===== src/rtl/bank_fire_pkg.sv =====
package bank_fire_pkg;
  typedef enum logic [1:0] {
    ST_IDLE,
    ST_FIRE,
    ST_SETTLE,
    ST_LISTEN
  } seq_state_e;

  localparam logic [1:0] ADDR_PULSE = 2'd0;
  localparam logic [1:0] ADDR_WIN   = 2'd1;
  localparam logic [1:0] ADDR_EN    = 2'd2;
  localparam logic [1:0] ADDR_DIV   = 2'd3;
endpackage


===== src/rtl/bank_fire_sync.sv =====
module bank_fire_sync #(
  parameter int STAGES = 2
) (
  input  logic clk_i,
  input  logic rst_ni,
  input  logic async_i,
  output logic rise_o
);
  logic [STAGES-1:0] sync_q;
  logic              prev_q;

  always_ff @(posedge clk_i or negedge rst_ni) begin
    if (!rst_ni) begin
      sync_q <= '0;
      prev_q <= 1'b0;
    end else begin
      sync_q <= {sync_q[STAGES-2:0], async_i};
      prev_q <= sync_q[STAGES-1];
    end
  end

  assign rise_o = sync_q[STAGES-1] & ~prev_q;


  rise_single_chk: assert property (@(posedge clk_i) disable iff (!rst_ni)
    rise_o |=> !rise_o);
endmodule


===== src/rtl/bank_fire_timer.sv =====
module bank_fire_timer #(
  parameter int DIV_W = 16
) (
  input  logic             clk_i,
  input  logic             rst_ni,
  input  logic             en_i,
  input  logic [DIV_W-1:0] div_i,
  output logic             tick_o
);
  logic [DIV_W-1:0] cnt_q;
  logic [DIV_W-1:0] last;

  assign last   = (div_i == '0) ? '0 : div_i - DIV_W'(1);
  assign tick_o = en_i && (cnt_q >= last);

  always_ff @(posedge clk_i or negedge rst_ni) begin
    if (!rst_ni)     cnt_q <= '0;
    else if (!en_i)  cnt_q <= '0;
    else if (tick_o) cnt_q <= '0;
    else             cnt_q <= cnt_q + DIV_W'(1);
  end


  tick_spacing_chk: assert property (@(posedge clk_i) disable iff (!rst_ni)
    (tick_o && en_i && div_i > DIV_W'(1) && $stable(div_i)) |=> !tick_o);
endmodule


===== src/rtl/bank_fire_cfg.sv =====
module bank_fire_cfg
  import bank_fire_pkg::*;
#(
  parameter int CFG_W     = 16,
  parameter int PULSE_W   = 8,
  parameter int WIN_W     = 12,
  parameter int NUM_CH    = 4,
  parameter int DIV_W     = 16,
  parameter int PULSE_RST = 8,
  parameter int WIN_RST   = 32,
  parameter int EN_RST    = 15,
  parameter int DIV_RST   = 1000
) (
  input  logic               clk_i,
  input  logic               rst_ni,
  input  logic               we_i,
  input  logic [1:0]         addr_i,
  input  logic [CFG_W-1:0]   wdata_i,
  output logic [PULSE_W-1:0] pulse_len_o,
  output logic [WIN_W-1:0]   win_len_o,
  output logic [NUM_CH-1:0]  ch_en_o,
  output logic [DIV_W-1:0]   rep_div_o
);
  always_ff @(posedge clk_i or negedge rst_ni) begin
    if (!rst_ni) begin
      pulse_len_o <= PULSE_W'(PULSE_RST);
      win_len_o   <= WIN_W'(WIN_RST);
      ch_en_o     <= NUM_CH'(EN_RST);
      rep_div_o   <= DIV_W'(DIV_RST);
    end else if (we_i) begin
      case (addr_i)
        ADDR_PULSE: pulse_len_o <= wdata_i[PULSE_W-1:0];
        ADDR_WIN:   win_len_o   <= wdata_i[WIN_W-1:0];
        ADDR_EN:    ch_en_o     <= wdata_i[NUM_CH-1:0];
        default:    rep_div_o   <= wdata_i[DIV_W-1:0];
      endcase
    end
  end
endmodule


===== src/rtl/bank_fire_ctrl.sv =====
module bank_fire_ctrl
  import bank_fire_pkg::*;
#(
  parameter int NUM_BANKS   = 2,
  parameter int CH_PER_BANK = 2,
  parameter int PULSE_W     = 8,
  parameter int WIN_W       = 12,
  parameter int SETTLE      = 4,
  localparam int NUM_CH     = NUM_BANKS * CH_PER_BANK,
  localparam int SEL_W      = $clog2(NUM_CH),
  localparam int BANK_W     = (NUM_BANKS > 1) ? $clog2(NUM_BANKS) : 1,
  localparam int LANE_W     = (CH_PER_BANK > 1) ? $clog2(CH_PER_BANK) : 1
) (
  input  logic               clk_i,
  input  logic               rst_ni,
  input  logic               trig_i,
  input  logic [PULSE_W-1:0] pulse_len_i,
  input  logic [WIN_W-1:0]   win_len_i,
  input  logic [NUM_CH-1:0]  ch_en_i,
  output logic [NUM_CH-1:0]  pulse_o,
  output logic [SEL_W-1:0]   mux_sel_o,
  output logic               rx_active_o,
  output logic               overrun_o
);
  localparam int SET_W  = $clog2(SETTLE + 1);
  localparam int MAX_PW = (PULSE_W > WIN_W) ? PULSE_W : WIN_W;
  localparam int CNT_W  = (MAX_PW > SET_W) ? MAX_PW : SET_W;

  seq_state_e              state_q;
  logic [CNT_W-1:0]        cnt_q;
  logic [BANK_W-1:0]       bank_q, bank_nxt;
  logic [LANE_W-1:0]       last_q [NUM_BANKS];
  logic [LANE_W-1:0]       lane_nxt;
  logic [CH_PER_BANK-1:0]  bank_en;
  logic [NUM_CH-1:0]       pulse_q, pulse_nxt;
  logic [SEL_W-1:0]        mux_q, mux_nxt;
  logic                    overrun_q;
  logic [CNT_W-1:0]        pulse_ld, win_ld;

  assign pulse_ld = (pulse_len_i == '0) ? '0 : CNT_W'(pulse_len_i) - CNT_W'(1);
  assign win_ld   = (win_len_i == '0) ? '0 : CNT_W'(win_len_i) - CNT_W'(1);
  assign bank_nxt = (int'(bank_q) == NUM_BANKS - 1) ? '0 : bank_q + BANK_W'(1);
  assign bank_en  = ch_en_i[int'(bank_q)*CH_PER_BANK +: CH_PER_BANK];

  // next receive lane: first enabled lane after the last one served in this bank
  always_comb begin
    logic found;
    found    = 1'b0;
    lane_nxt = last_q[bank_q];
    for (int k = 1; k <= CH_PER_BANK; k++) begin
      if (!found && bank_en[(int'(last_q[bank_q]) + k) % CH_PER_BANK]) begin
        lane_nxt = LANE_W'((int'(last_q[bank_q]) + k) % CH_PER_BANK);
        found    = 1'b1;
      end
    end
  end

  always_comb begin
    pulse_nxt = '0;
    pulse_nxt[int'(bank_q)*CH_PER_BANK +: CH_PER_BANK] = bank_en;
    mux_nxt = SEL_W'(int'(bank_q) * CH_PER_BANK + int'(lane_nxt));
  end

  always_ff @(posedge clk_i or negedge rst_ni) begin
    if (!rst_ni) begin
      state_q   <= ST_IDLE;
      cnt_q     <= '0;
      bank_q    <= '0;
      pulse_q   <= '0;
      mux_q     <= '0;
      overrun_q <= 1'b0;
      for (int b = 0; b < NUM_BANKS; b++) last_q[b] <= LANE_W'(CH_PER_BANK - 1);
    end else begin
      overrun_q <= trig_i && (state_q != ST_IDLE);
      case (state_q)
        ST_IDLE: begin
          if (trig_i) begin
            bank_q <= bank_nxt;
            if (|bank_en) begin
              state_q        <= ST_FIRE;
              cnt_q          <= pulse_ld;
              pulse_q        <= pulse_nxt;
              mux_q          <= mux_nxt;
              last_q[bank_q] <= lane_nxt;
            end
          end
        end
        ST_FIRE: begin
          if (cnt_q == '0) begin
            state_q <= ST_SETTLE;
            cnt_q   <= CNT_W'(SETTLE - 1);
            pulse_q <= '0;
          end else begin
            cnt_q <= cnt_q - CNT_W'(1);
          end
        end
        ST_SETTLE: begin
          if (cnt_q == '0) begin
            state_q <= ST_LISTEN;
            cnt_q   <= win_ld;
          end else begin
            cnt_q <= cnt_q - CNT_W'(1);
          end
        end
        default: begin
          if (cnt_q == '0) state_q <= ST_IDLE;
          else             cnt_q   <= cnt_q - CNT_W'(1);
        end
      endcase
    end
  end

  assign pulse_o     = pulse_q;
  assign mux_sel_o   = mux_q;
  assign rx_active_o = (state_q == ST_LISTEN);
  assign overrun_o   = overrun_q;


  listen_no_restart_chk: assert property (@(posedge clk_i) disable iff (!rst_ni)
    (state_q == ST_LISTEN) |=> (state_q == ST_LISTEN || state_q == ST_IDLE));


  mux_hold_chk: assert property (@(posedge clk_i) disable iff (!rst_ni)
    (state_q != ST_IDLE && $past(state_q) != ST_IDLE) |-> $stable(mux_q));


  rx_quiet_chk: assert property (@(posedge clk_i) disable iff (!rst_ni)
    rx_active_o |-> (pulse_o == '0));


  rx_fired_chk: assert property (@(posedge clk_i) disable iff (!rst_ni)
    (pulse_o != '0) |-> pulse_o[mux_q]);


  pulse_one_bank_chk: assert property (@(posedge clk_i) disable iff (!rst_ni)
    $countones(pulse_o) <= CH_PER_BANK);
endmodule


===== src/rtl/bank_fire_seq.sv =====
module bank_fire_seq #(
  parameter int NUM_BANKS   = 2,
  parameter int CH_PER_BANK = 2,
  parameter int CFG_W       = 16,
  parameter int PULSE_W     = 8,
  parameter int WIN_W       = 12,
  parameter int DIV_W       = 16,
  parameter int SETTLE      = 4,
  parameter int SYNC_STAGES = 2
) (
  input  logic              clk_i,
  input  logic              rst_ni,
  input  logic              sync_i,
  input  logic              standalone_i,
  input  logic              cfg_we_i,
  input  logic [1:0]        cfg_addr_i,
  input  logic [CFG_W-1:0]  cfg_wdata_i,
  output logic [3:0]        pulse_o,
  output logic [1:0]        mux_sel_o,
  output logic              rx_active_o,
  output logic              overrun_o
);
  localparam int NUM_CH = NUM_BANKS * CH_PER_BANK;
  localparam int SEL_W  = $clog2(NUM_CH);

  logic               sync_rise, tick, trig;
  logic [PULSE_W-1:0] pulse_len;
  logic [WIN_W-1:0]   win_len;
  logic [NUM_CH-1:0]  ch_en, pulse_int;
  logic [DIV_W-1:0]   rep_div;
  logic [SEL_W-1:0]   mux_int;

  bank_fire_sync #(.STAGES(SYNC_STAGES)) u_sync (
    .clk_i(clk_i), .rst_ni(rst_ni), .async_i(sync_i), .rise_o(sync_rise)
  );

  bank_fire_timer #(.DIV_W(DIV_W)) u_timer (
    .clk_i(clk_i), .rst_ni(rst_ni), .en_i(standalone_i), .div_i(rep_div), .tick_o(tick)
  );

  bank_fire_cfg #(
    .CFG_W(CFG_W), .PULSE_W(PULSE_W), .WIN_W(WIN_W), .NUM_CH(NUM_CH), .DIV_W(DIV_W)
  ) u_cfg (
    .clk_i(clk_i), .rst_ni(rst_ni), .we_i(cfg_we_i), .addr_i(cfg_addr_i),
    .wdata_i(cfg_wdata_i), .pulse_len_o(pulse_len), .win_len_o(win_len),
    .ch_en_o(ch_en), .rep_div_o(rep_div)
  );

  assign trig = standalone_i ? tick : sync_rise;

  bank_fire_ctrl #(
    .NUM_BANKS(NUM_BANKS), .CH_PER_BANK(CH_PER_BANK), .PULSE_W(PULSE_W),
    .WIN_W(WIN_W), .SETTLE(SETTLE)
  ) u_ctrl (
    .clk_i(clk_i), .rst_ni(rst_ni), .trig_i(trig), .pulse_len_i(pulse_len),
    .win_len_i(win_len), .ch_en_i(ch_en), .pulse_o(pulse_int),
    .mux_sel_o(mux_int), .rx_active_o(rx_active_o), .overrun_o(overrun_o)
  );

  assign pulse_o   = 4'(pulse_int);
  assign mux_sel_o = 2'(mux_int);
endmodule


===== config.mk =====
export PLATFORM = sky130hd
export DESIGN_NAME = bank_fire_seq
export DESIGN_NICKNAME = d
export VERILOG_FILES = /design/src/rtl/bank_fire_pkg.sv /design/src/rtl/bank_fire_sync.sv /design/src/rtl/bank_fire_timer.sv /design/src/rtl/bank_fire_cfg.sv /design/src/rtl/bank_fire_ctrl.sv /design/src/rtl/bank_fire_seq.sv
export SDC_FILE = /design/constraint.sdc
export NUM_CORES = 1
export LEC_CHECK = 0
export ABC_AREA = 1
export BUFFER_PORTS_ARGS = -buffer_cell sky130_fd_sc_hd__buf_2
export CAP_MARGIN = 15
export CORE_UTILIZATION = 55
export CTS_BUF_LIST = sky130_fd_sc_hd__clkbuf_8
export DETAILED_ROUTE_END_ITERATION = 8
export PLACE_DENSITY = 0.72
export SYNTH_ARGS = -nofsm -noshare
export SYNTH_HDL_FRONTEND = slang
export SYNTH_SLANG_ARGS = --single-unit

===== constraint.sdc =====
create_clock -name clk_i -period 8.2 [get_ports clk_i]
set_clock_uncertainty 0.1 [all_clocks]
set_input_delay 0.41 -clock clk_i [delete_from_list [all_inputs] [get_ports clk_i]]
set_output_delay 0.41 -clock clk_i [all_outputs]
set_load 0.03 [all_outputs]

==> results.md, run 1 <==
## Outcome
- finished, final reports clean — result of the run

## Critical path
- flop — type of destination of the critical path
- simple AND/OR/NAND/NOR gates — cell family contributing the most delay on the critical path
- 8.40 ns — data required time at the worst endpoint
- dfrtp_1 — cell at the slowest stage of the critical path
- 15 — Worst Path Max Fanout
- nand2_1 — most common cell type on the critical path
- 0 — combined buffer and inverter count along the critical path
- flop — startpoint class of the critical path
- reg2reg — Worst Setup Path Type
- 0.44 ns — slowest cell delay on critical path
- 4.08 ns — critical path data arrival time
- nor2_1 > nand2_1 > nor4_1 > nand4_1 > nand2_1 > ha_1 > nand2_1 > nand2_1 > nand2_1 > nand2_1 > nor2_1 > nand2_1 > nand2_1 > nand2_1 > nand2_1 > nand2_1 > nand2_2 > nand2_1 > nand2_1 — worst-path cell chain

## Power
- 193 uV — Peak supply drop
- 2.92 nW — Leak Pwr
- 278 nW/um^2 — PD cells

## Floorplanning
- 31 — I/O pins
- 56.5% — starting density of the core
- 35 — count of standard-cell rows
- 9800 sq um — die area
- 99.0 um — Die Ht
- 9150 sq um — floorplan core area
- 99.0 um — horizontal die dimension

## Drt
- 0 — antenna violation net count after detailed routing
- 5.33 mm — routed length on met2
- 5 — Initial DRT Pass Iterations
- met4 — max layer used
- 13.9 um — mean routed wirelength per cell
- 202 — First DRT Iteration DRCs
- 401 um — total length of routed met3 wires
- 4589 — total number of vias
- 0 — detailed-route DRC error count
- 5.42 — vias per cell
- 11.7 mm — wire length reported by the detailed router
- 5.83 mm — met1 wire length

## Flow run
- 0 — Max-cap violations

## Yosys
- 5170 sq um — area of the mapped netlist
- dfrtp_1 33%, nand2_1 14%, dfstp_2 7.1%, ha_1 6.8%, nor2_1 6.0% — main area contributors after synthesis
- 700 — Post-Synthesis Cells
- 0 — number of enable-type register cells in the synthesized netlist
- 100% — proportion of register bits with asynchronous set or reset after synthesis
- 0 — Yosys warning count
- 40.5% — sequential cell area fraction in the yosys report
- nand2_1 — most numerous cell in the Yosys netlist
- 83 — FF+latch count, synth
- dfrtp_1 — prevailing post-synth register cell
- 7.39 sq um — mean area per synthesized cell
- 33.4% — area share of the leading cell type in the synthesized netlist
- 751 — Post-Syn Nets
- 38 — Cell variety after synth
- 188 x nand2_1, 83 x nor2_1, 79 x inv_1 — Post-synth top cells
- dfrtp_1 — cell taking the most area after synthesis

## Placed design
- 0.873 — routability cong.
- 30 — Port Buffer Count
- 8.90 mm — total half-perimeter wirelength after legalization and detailed placement

## Final layout
- 61.3% — end-of-flow core utilization
- 9.93% — fraction of final layout cells sized beyond drive strength 1
- 8.51% — area grow syn2layout
- 859 — Filler cells
- 0 — n_diodes
- 781 — fin nets

## GRT
- 26.5% — global routing usage summed across all routing layers
- 4522 — number of global-route vias before repair
- 0 — total grt overflow
- 0 — number of antenna violations at the first check in global routing
- 20.5 mm — first-pass GRT wire length
- 63 — pin count of the biggest net entering global routing

## Clock tree
- 2 — number of buffers between clock root and the deepest sink
- 0.09 ns — CTS clock-pin slew for the worst setup and hold paths
- 0.35 ns — clock latency on the worst-skew pair
- 0 — postcts setup bufs
- 9 — TritonCTS Buffers
- 0 — cts repair resizes
- done — TritonCTS clock tree
- 83 — number of clock sinks
- 1 — post-cts hold buffer count
- clkbuf_8 — clock root buffer master
- 3 — level count of the clock H-tree

## Timing
- 37.0% — worst max-slew margin expressed relative to the limit
- 0.942 ns — Worst Max-Slew Pin Slew
- 0 ns — Fin Setup TNS
- 258 MHz — Peak Freq
- 0 — count of final setup violators
- 3.88 ns — Period minus WS final
- 0 — final max-slew violation count
- 0 — final hold violations
- 47.3% — ratio of final minimum period to clock period
- no — RSZ-0062 raised after global routing

## Hold path
- in2reg — class of the tightest hold or removal check

-- where the power goes --
part	switching, mW	internal (mW)
clock network	0.157	0.140
logic	0.449	0.232
registers	0.0806	0.501
-- layer usage --
metal / vias to the layer above / global-route usage (%)
li1: 2318 / -
met1: 2157 / 36.1
met2: 96 / 43.6
met3: 18 / 4.40
met4: 0 / 7.58
met5: - / 0
-- cell type report --
class	instances	area, sq um	share of cell area (%)
Sequential cell	83	2090	37.3
Clock inverter	7	68.8	1.23
Timing Repair Buffer	32	170	3.03
Tap cell	111	139	2.47
Clock buffer	9	124	2.21
Multi-Input combinational cell	524	2720	48.4
Inverter	80	300	5.35
-- per-stage QoR --
step           total power [mW]  hold WS (ns)  instances  worst slack, ns  cell area (sq um)
6_report                   1.56        0.0610        846             4.32               5610
3_5_place_dp               1.26         0.226        829             4.48               5410
4_1_cts                    1.56        0.0561        846             4.45               5610
2_1_floorplan              1.11        0.0144        700             5.40               5170
3_3_place_gp               1.24         0.214        829             4.66               5410
5_1_grt                    1.71        0.0383        846             3.95               5610
-- worst register-to-register path: stages, from the launching register on --
cell,delay [ns]
dfrtp_1,0.44
nor2_1,0.28
nand2_1,0.12
nor4_1,0.23
nand4_1,0.39
nand2_1,0.21
ha_1,0.26
nand2_1,0.07
nand2_1,0.06
nand2_1,0.07
nand2_1,0.06
nor2_1,0.10
nand2_1,0.07
nand2_1,0.07
nand2_1,0.25
nand2_1,0.20
nand2_1,0.33
nand2_2,0.35
nand2_1,0.09
nand2_1,0.07
-- registers in the layout (all words and copies together), names as in the netlist, 2 cells and up --
name               cells
u_cfg.ch_en_o          4
u_timer.cnt_q         16
u_cfg.rep_div_o       16
u_cfg.pulse_len_o      8
u_ctrl.cnt_q          12
u_ctrl.last_q          2
u_sync.sync_q          2
u_ctrl.pulse_o         4
u_ctrl.mux_sel_o       2
u_ctrl.state_q         2
u_cfg.win_len_o       12
-- cell usage in the layout, fill, tap and decap left out, types with 11 or more instances in the layout --
| cell | count |
|---|---|
| nand2_1 | 188 |
| nor2_1 | 83 |
| inv_1 | 80 |
| dfrtp_1 | 69 |
| o21ai_0 | 60 |
| nand3_1 | 56 |
| buf_2 | 29 |
| ha_1 | 28 |
| xor2_1 | 21 |
| a21oi_1 | 18 |
| nand4_1 | 17 |
| dfstp_2 | 14 |
| nor3_1 | 11 |
-- logic make-up (layout without fill, tap and decap cells) --
group | after synthesis | in the layout | share of synthesized area, %
buffers and inverters | 93 | 128 | 6.99
adder cells (fa/ha/maj) | 28 | 28 | 6.77
multiplexers | 2 | 2 | 0.435
AND/OR/NAND/NOR | 372 | 372 | 30.4
flip-flops | 83 | 83 | 40.5
AO/OA/AOI/OAI | 93 | 93 | 9.97
XOR/XNOR | 29 | 29 | 4.91
-- final timing paths --
kind / start / slack, ns / to / cells after the start
setup reg to reg: u_cfg.rep_div_o[10]$_DFFE_PN0P_ / 4.32 / u_ctrl.cnt_q[0]$_DFFE_PN0P_ / 19
hold reg to reg: u_sync.sync_q[0]$_DFF_PN0_ / 0.26 / u_sync.sync_q[1]$_DFF_PN0_ / 0
setup / recovery: u_cfg.rep_div_o[10]$_DFFE_PN0P_ / 4.32 / u_ctrl.cnt_q[0]$_DFFE_PN0P_ / 19
min in group asynchronous: rst_ni / 0.38 / u_cfg.rep_div_o[13]$_DFFE_PN0P_ / 2
hold / removal: sync_i / 0.06 / u_sync.sync_q[0]$_DFF_PN0_ / 1
max in group asynchronous: rst_ni / 6.55 / u_sync.prev_q$_DFF_PN0_ / 3
Power figures use the tool's default switching activity.
==> run 2, diff against run 1 <==
--- a/config.mk
+++ b/config.mk
@@ -5,7 +5,7 @@
 export SDC_FILE = /design/constraint.sdc
 export NUM_CORES = 1
 export LEC_CHECK = 0
-export ABC_AREA = 1
+export ABC_AREA = 0
 export BUFFER_PORTS_ARGS = -buffer_cell sky130_fd_sc_hd__buf_2
 export CAP_MARGIN = 15
 export CORE_UTILIZATION = 55
==> constraint.sdc (replaced) <==
create_clock -name clk_i -period 4 [get_ports clk_i]
set_clock_uncertainty 0.1 [all_clocks]
set_input_delay 0.2 -clock clk_i [delete_from_list [all_inputs] [get_ports clk_i]]
set_output_delay 0.2 -clock clk_i [all_outputs]
set_load 0.03 [all_outputs]
==> results.md, run 2 <==
## Critical path
- or4_1 — cell at the slowest stage of the critical path
- 13 — Register-to-Register Path Depth, -6
- 0.60 ns — slowest cell delay on critical path, +0.16 ns
- 6 — Worst Path Max Fanout, -9
- flop — startpoint class of the critical path
- 3.94 ns — critical path data arrival time, -0.14 ns
- 4.14 ns — data required time at the worst endpoint, -4.26 ns
- or4_1 > nor4_2 > nand2b_1 > nor3_1 > mux2i_1 > ha_1 > nand4_1 > nor4_1 > a2111oi_2 > buf_4 > a21oi_1 > nand2_1 > mux2_2 — worst-path cell chain
- u_ctrl.mux_sel_o[1]$_DFFE_PN0P_ — endpoint of the worst-slack reg-to-reg timing path
- 0.20 ns — slack of the worst reg-to-reg path, -4.13 ns
- reg2reg — Worst Setup Path Type
- flop — type of destination of the critical path
- u_cfg.rep_div_o[7]$_DFFE_PN1P_ — reg-to-reg critical path startpoint

## Yosys
- dfrtp_1 — most numerous cell in the Yosys netlist
- 10.1 sq um — mean area per synthesized cell, +36%
- 492 — Post-Synthesis Cells, -30%
- 83 — FF+latch count, synth, unchanged
- 100% — proportion of register bits with asynchronous set or reset after synthesis, unchanged
- 4950 sq um — area of the mapped netlist, -4.3%
- 34.9% — area share of the leading cell type in the synthesized netlist, +1.5 points
- 42.3% — sequential cell area fraction in the yosys report, +1.8 points
- 63 — Cell variety after synth, +66%
- 0 — Yosys warning count, unchanged
- 0 — number of enable-type register cells in the synthesized netlist, unchanged
- dfrtp_1 — cell taking the most area after synthesis
- 543 — Post-Syn Nets, -28%
- 69 x dfrtp_1, 46 x nand2_1, 45 x nor2_1 — Post-synth top cells
- dfrtp_1 35%, mux2_2 9.6%, dfstp_2 7.4%, ha_1 7.1%, xor2_1 3.7% — main area contributors after synthesis
- dfrtp_1 — prevailing post-synth register cell

## GRT
- 19.2 mm — first-pass GRT wire length, -6.5%
- 3880 — number of global-route vias before repair, -14%
- 38.2% — GR Util met2, -5.3 points
- met2 — Most Crowded Layer GR
- 38.0% — fraction of met1 tracks used by global routing, +1.8 points
- 84 — pin count of the biggest net entering global routing, +33%
- 0 — total grt overflow, unchanged
- 3.90% — met3 layer usage reported by global route, -0.50 points
- 0 — number of antenna violations at the first check in global routing, unchanged
- 25.2% — global routing usage summed across all routing layers, -1.3 points

## Timing
- no — RSZ-0062 raised after global routing
- 0 — count of final setup violators, unchanged
- 3.80 ns — Period minus WS final, -0.0739 ns
- 0 — final hold violations, unchanged
- 1.05 ns — Worst Max-Slew Pin Slew, +0.105 ns
- 0.00466 ns — worst hold margin, -0.0563 ns
- 0 ns — Fin Setup TNS, unchanged
- 0 — final max-slew violation count, unchanged
- 0.197 ns — Final Worst Setup Slack, -4.13 ns
- 95.1% — ratio of final minimum period to clock period, +48 points
- 263 MHz — Peak Freq, +1.9%
- 30.2% — worst max-slew margin expressed relative to the limit, -6.8 points

## Drt
- 3886 — total number of vias, -15%
- 4 — Initial DRT Pass Iterations, -1
- 0 — antenna violation net count after detailed routing, unchanged
- 5.97 — vias per cell, +10%
- 10.9 mm — wire length reported by the detailed router, -7.0%
- 198 — First DRT Iteration DRCs, -2.0%
- 16.8 um — mean routed wirelength per cell, +21%
- 0 — detailed-route DRC error count, unchanged

## Hold path
- cfg_wdata_i[0] — startpoint of the most critical hold path
- in2reg — class of the tightest hold or removal check
- 3 — number of stages on the worst hold path, +2
- u_cfg.pulse_len_o[0]$_DFFE_PN0P_ — end point of the worst hold path

## Power
- 575 nW/um^2 — PD cells, +110%
- 3.18 mW — total power draw, +100%
- 287 uV — Peak supply drop, +49%
- 2.42 nW — Leak Pwr, -17%

## Placed design
- 627 — placed insts, -24%
- 5250 sq um — Placement Cell Area, -3.0%
- 0.858 — routability cong., -1.8%
- 0.181 ns — post-placement setup slack, -4.30 ns
- 8.01 mm — total half-perimeter wirelength after legalization and detailed placement, -10%
- 30 — Port Buffer Count, unchanged

## Final layout
- 63.5% — end-of-flow core utilization, +2.2 points
- 651 — filler-free cell count of the finished design, -23%
- u_cfg.rep_div_o (16), u_timer.cnt_q (16) — leading registers by flop count
- 700 — Filler cells, -19%
- 11.9% — area grow syn2layout
- 5540 sq um — final std cell area, no fill, -1.4%
- 22.8% — fraction of final layout cells sized beyond drive strength 1, +13 points
- 69 x dfrtp_1, 46 x nand2_1, 45 x nor2_1 — commonest cells after routing, fill and taps aside
- 0 — n_diodes, unchanged
- dfrtp_1 — most common cell after layout, fill and taps aside
- 589 — fin nets, -25%

## Floorplanning
- 8720 sq um — floorplan core area, -4.7%
- 56.7% — starting density of the core, +0.23 points
- 34 — count of standard-cell rows, -2.9%
- 9380 sq um — die area, -4.2%
- 31 — I/O pins, unchanged
- 96.9 um — Die Ht, -2.1%
- 96.9 um — horizontal die dimension, -2.1%

## Clock tree
- 0.35 ns — clock latency on the worst-skew pair, about the same
- clkbuf_8 — clock root buffer master
- done — TritonCTS clock tree
- 83 — number of clock sinks, unchanged
- 2 — number of buffers between clock root and the deepest sink, unchanged
- 3 — level count of the clock H-tree, unchanged
- 0.09 ns — CTS clock-pin slew for the worst setup and hold paths, about the same
- 9 — TritonCTS Buffers, unchanged

## Flow run
- 0 — Max-cap violations, unchanged

## Outcome
- finished, final reports clean — result of the run

[run 2: cell count changes after synthesis, sizes merged, moves of 10 or more]
cell,change
o2bb2ai,+14
nand4,-13
nor3,+10
inv,-65
nand3,-40
nor2,-37
nand2,-145
mux2,+40
o21ai,-47
[run 2: kinds of logic after synthesis]
group	after synthesis	synth area share [%]
XOR/XNOR	33	5.84
multiplexers	47	10.6
buffers and inverters	24	1.85
flip-flops	83	42.3
AO/OA/AOI/OAI	90	12.9
adder cells (fa/ha/maj)	28	7.08
AND/OR/NAND/NOR	187	19.4
[run 2: worst max-delay path: cells and delay by family (launching register included)]
kind	cells	cell delay, ns
AOI/OAI and AO/OA	2	0.39
buffers and inverters	1	0.18
DFF	1	0.40
muxes	2	0.43
and+or+nand+nor	7	1.89
adders and majority gates	1	0.30
[run 2: what timing repair did]
action	CTS	global route
hold buffers	8	0
setup endpoints to repair	0	20
hold endpoints to repair	78	0
setup buffers	0	0
resized for setup	0	1
[run 2: worst max-delay path by stage]
stage / slack, ns / from / end
after floorplan: 0.24 / u_cfg.rep_div_o[7]$_DFFE_PN1P_ / u_ctrl.mux_sel_o[0]$_DFFE_PN0P_
after global placement: 0.22 / u_cfg.rep_div_o[7]$_DFFE_PN1P_ / u_ctrl.mux_sel_o[1]$_DFFE_PN0P_
after detailed placement: 0.18 / u_cfg.rep_div_o[7]$_DFFE_PN1P_ / u_ctrl.mux_sel_o[1]$_DFFE_PN0P_
after CTS: 0.14 / u_cfg.rep_div_o[7]$_DFFE_PN1P_ / u_ctrl.mux_sel_o[1]$_DFFE_PN0P_
after global routing: 0.004 / u_cfg.rep_div_o[7]$_DFFE_PN1P_ / u_ctrl.mux_sel_o[1]$_DFFE_PN0P_
final: 0.20 / u_cfg.rep_div_o[7]$_DFFE_PN1P_ / u_ctrl.mux_sel_o[1]$_DFFE_PN0P_
[run 2: cell type report]
type	count	area (sq um)	area share (%)
sequential	83	2090	37.8
clock inverter	6	66.3	1.20
multi-input combinational	385	2770	50.0
inverter	15	56.3	1.02
timing repair buffer	44	278	5.02
clock buffer	10	138	2.49
tap	108	135	2.44
[run 2: power by group]
group	switching [mW]	total, mW	internal, mW	leakage [nW]
Sequential	0.213	1.25	1.04	1.02
Combinational	0.743	1.31	0.564	1.30
Clock	0.315	0.621	0.306	0.0999
[run 2: per-layer routing]
layer,up-vias,wire [um]
li1,1889,-
met1,1898,5530
met2,92,4880
met3,7,426
met4,0,83
met5,-,0
==> run 3, diff against run 2 <==
--- a/config.mk
+++ b/config.mk
@@ -8,10 +8,12 @@
 export ABC_AREA = 0
 export BUFFER_PORTS_ARGS = -buffer_cell sky130_fd_sc_hd__buf_2
 export CAP_MARGIN = 15
-export CORE_UTILIZATION = 55
+export CELL_PAD_IN_SITES_DETAIL_PLACEMENT = 2
+export CELL_PAD_IN_SITES_GLOBAL_PLACEMENT = 2
+export CORE_UTILIZATION = 41
 export CTS_BUF_LIST = sky130_fd_sc_hd__clkbuf_8
 export DETAILED_ROUTE_END_ITERATION = 8
-export PLACE_DENSITY = 0.72
+export PLACE_DENSITY = 0.81
 export SYNTH_ARGS = -nofsm -noshare
 export SYNTH_HDL_FRONTEND = slang
 export SYNTH_SLANG_ARGS = --single-unit
==> results.md, run 3 (synthesis gave the netlist of run 2 again) <==
## Timing
- 98.3% — ratio of final minimum period to clock period, +3.2 points
- 0.894 ns — Worst Max-Slew Pin Slew, -0.153 ns
- 0 — final max-slew violation count, unchanged
- 254 MHz — Peak Freq, -3.3%
- 0 — final hold violations, unchanged
- 40.2% — worst max-slew margin expressed relative to the limit, +10 points
- 0.0676 ns — Final Worst Setup Slack, -0.130 ns
- 0.0243 ns — worst hold margin, +0.0196 ns
- 3.93 ns — Period minus WS final, +0.130 ns
- 0 — count of final setup violators, unchanged
- 0 ns — Fin Setup TNS, unchanged
- yes — RSZ-0062 raised after global routing

## Final layout
- 695 — filler-free cell count of the finished design, +6.8%
- u_cfg.rep_div_o (16), u_timer.cnt_q (16) — leading registers by flop count
- 1200 — Filler cells, +71%
- 5750 sq um — final std cell area, no fill, +3.8%
- 25.2% — fraction of final layout cells sized beyond drive strength 1, +2.3 points
- 69 x dfrtp_1, 43 x nand2_1, 43 x nor2_1 — commonest cells after routing, fill and taps aside
- dfrtp_1 — most common cell after layout, fill and taps aside
- 16.2% — area grow syn2layout
- 0 — n_diodes, unchanged
- 49.5% — end-of-flow core utilization, -14 points
- 598 — fin nets, +1.5%

## Floorplanning
- 12500 sq um — die area, +33%
- 31 — I/O pins, unchanged
- 39 — count of standard-cell rows, +15%
- 112 um — horizontal die dimension, +15%
- 112 um — Die Ht, +15%
- 42.6% — starting density of the core, -14 points
- 11600 sq um — floorplan core area, +33%

## Clock tree
- 0 — postcts setup bufs, unchanged
- 0.09 ns — CTS clock-pin slew for the worst setup and hold paths, about the same
- 2 — number of buffers between clock root and the deepest sink, unchanged
- 9 — TritonCTS Buffers, unchanged
- 0.39 ns — clock latency on the worst-skew pair, +0.04 ns
- 83 — number of clock sinks, unchanged
- 3 — level count of the clock H-tree, unchanged
- done — TritonCTS clock tree
- clkbuf_8 — clock root buffer master

## Power
- 1.87 mW — P_int, -2.3%
- 43.4% — net switching share of the total power, +3.4 points
- 38.9% — portion of total power attributed to sequential cells, -0.5 points
- 43.6% — combinational power share, +2.5 points
- 17.4% — clock network fraction of design power, -2.1 points
- 294 uV — Peak supply drop, +2.2%
- 2.47 nW — Leak Pwr, +2.3%
- 3.30 mW — total power draw, +3.6%
- 574 nW/um^2 — PD cells, -0.19%
- 1.43 mW — Net Switching, +13%

## Flow run
- 0 — Max-cap violations, unchanged

## GRT
- 25.1 mm — first-pass GRT wire length, +31%
- 0 — total grt overflow, unchanged
- 0 — number of antenna violations at the first check in global routing, unchanged
- 4571 — number of global-route vias before repair, +18%
- 52 — pin count of the biggest net entering global routing, -38%
- 26.2% — global routing usage summed across all routing layers, +1.0 points

## Critical path
- 4.19 ns — data required time at the worst endpoint, +0.05 ns
- nor4_1 > buf_4 > nand2_2 > nor4_4 > xor2_1 > nand2_1 > ha_1 > nand4_1 > nor4_4 > a2111oi_4 > buf_4 > a21oi_4 > buf_4 > o22ai_1 > a22o_1 — worst-path cell chain
- 0.47 ns — slowest cell delay on critical path, -0.13 ns
- 15 — Register-to-Register Path Depth, +2
- flop — startpoint class of the critical path
- dfrtp_1 — cell at the slowest stage of the critical path
- flop — type of destination of the critical path
- 4.12 ns — critical path data arrival time, +0.18 ns
- 7 — Worst Path Max Fanout, +1
- buf_4 — most common cell type on the critical path
- reg2reg — Worst Setup Path Type

## Drt
- 15.5 mm — wire length reported by the detailed router, +42%
- 3 — detailed-route DRC error count, +3
- 0 — antenna violation net count after detailed routing, unchanged
- 4086 — total number of vias, +5.1%
- 178 — First DRT Iteration DRCs, -10%
- 5.88 — vias per cell, -1.5%
- 22.3 um — mean routed wirelength per cell, +33%
- 6 — Initial DRT Pass Iterations, +2

## Outcome
- complete, but fails checks — result of the run
- DRC — failing checks

## Placed design
- 0.815 — routability cong., -5.0%
- 30 — Port Buffer Count, unchanged
- -0.0871 ns — post-placement setup slack, -0.268 ns
- 663 — placed insts, +5.7%
- 11.0 mm — total half-perimeter wirelength after legalization and detailed placement, +37%
- 5300 sq um — Placement Cell Area, +0.98%

## Hold path
- in2reg — class of the tightest hold or removal check
- 3 — number of stages on the worst hold path, unchanged

==> run 3: layout make-up <==
class	count	area (sq um)	share of cell area (%)
Multi-Input combinational cell	386	2890	50.3
Sequential cell	83	2090	36.4
Timing Repair Buffer	52	355	6.18
Tap cell	143	179	3.11
Clock buffer	10	138	2.39
Inverter	15	56.3	0.979
Clock inverter	6	33.8	0.588
==> run 3: routing by layer <==
layer | share of wire [%] | GRT usage (%) | up-vias
met5 | 0 | 0 | -
met4 | 2.5 | 7.57 | 0
met3 | 3.2 | 5.77 | 30
met2 | 50 | 44.6 | 63
met1 | 44 | 33.3 | 2093
li1 | - | - | 1900
==> run 3: worst max-delay path: cells and delay by family, from the launching register on <==
kind                     cells  cell delay, ns
AND/OR/NAND/NOR              6            1.39
AO/OA/AOI/OAI                4            0.66
buffers and inverters        3            0.59
flip-flops                   1            0.47
XOR/XNOR                     1            0.32
adder cells (fa/ha/maj)      1            0.28
==> run 3: power groups by stage <==
stage / combinational (mW) / sequential [mW] / clock (mW)
3_3_place_gp: 1.30 / 1.26 / 0
5_1_grt: 1.58 / 1.31 / 0.618
3_5_place_dp: 1.38 / 1.28 / 0
4_1_cts: 1.41 / 1.27 / 0.591
6_report: 1.44 / 1.28 / 0.575
2_1_floorplan: 0.951 / 1.26 / 0
==> run 3: repair_timing <==
item                                   in CTS  in global routing
hold buffers                               14                  1
cloned                                      0                  1
endpoints found under the hold margin      65                  1
setup endpoints to repair                  20                 23
pin swaps                                   0                  6
resized for setup                           4                 21
==> run 3: worst paths after layout <==
path,startpoint,endpoint,slack [ns]
min in group asynchronous,rst_ni,u_cfg.rep_div_o[2]$_DFFE_PN0P_,0.28
min,cfg_wdata_i[1],u_cfg.pulse_len_o[1]$_DFFE_PN0P_,0.02
max reg2reg,u_cfg.rep_div_o[2]$_DFFE_PN0P_,u_ctrl.cnt_q[2]$_DFFE_PN0P_,0.07
max in group asynchronous,rst_ni,u_cfg.rep_div_o[7]$_DFFE_PN1P_,2.55
min reg2reg,u_sync.sync_q[0]$_DFF_PN0_,u_sync.sync_q[1]$_DFF_PN0_,0.27
max,u_cfg.rep_div_o[2]$_DFFE_PN0P_,u_ctrl.cnt_q[2]$_DFFE_PN0P_,0.07
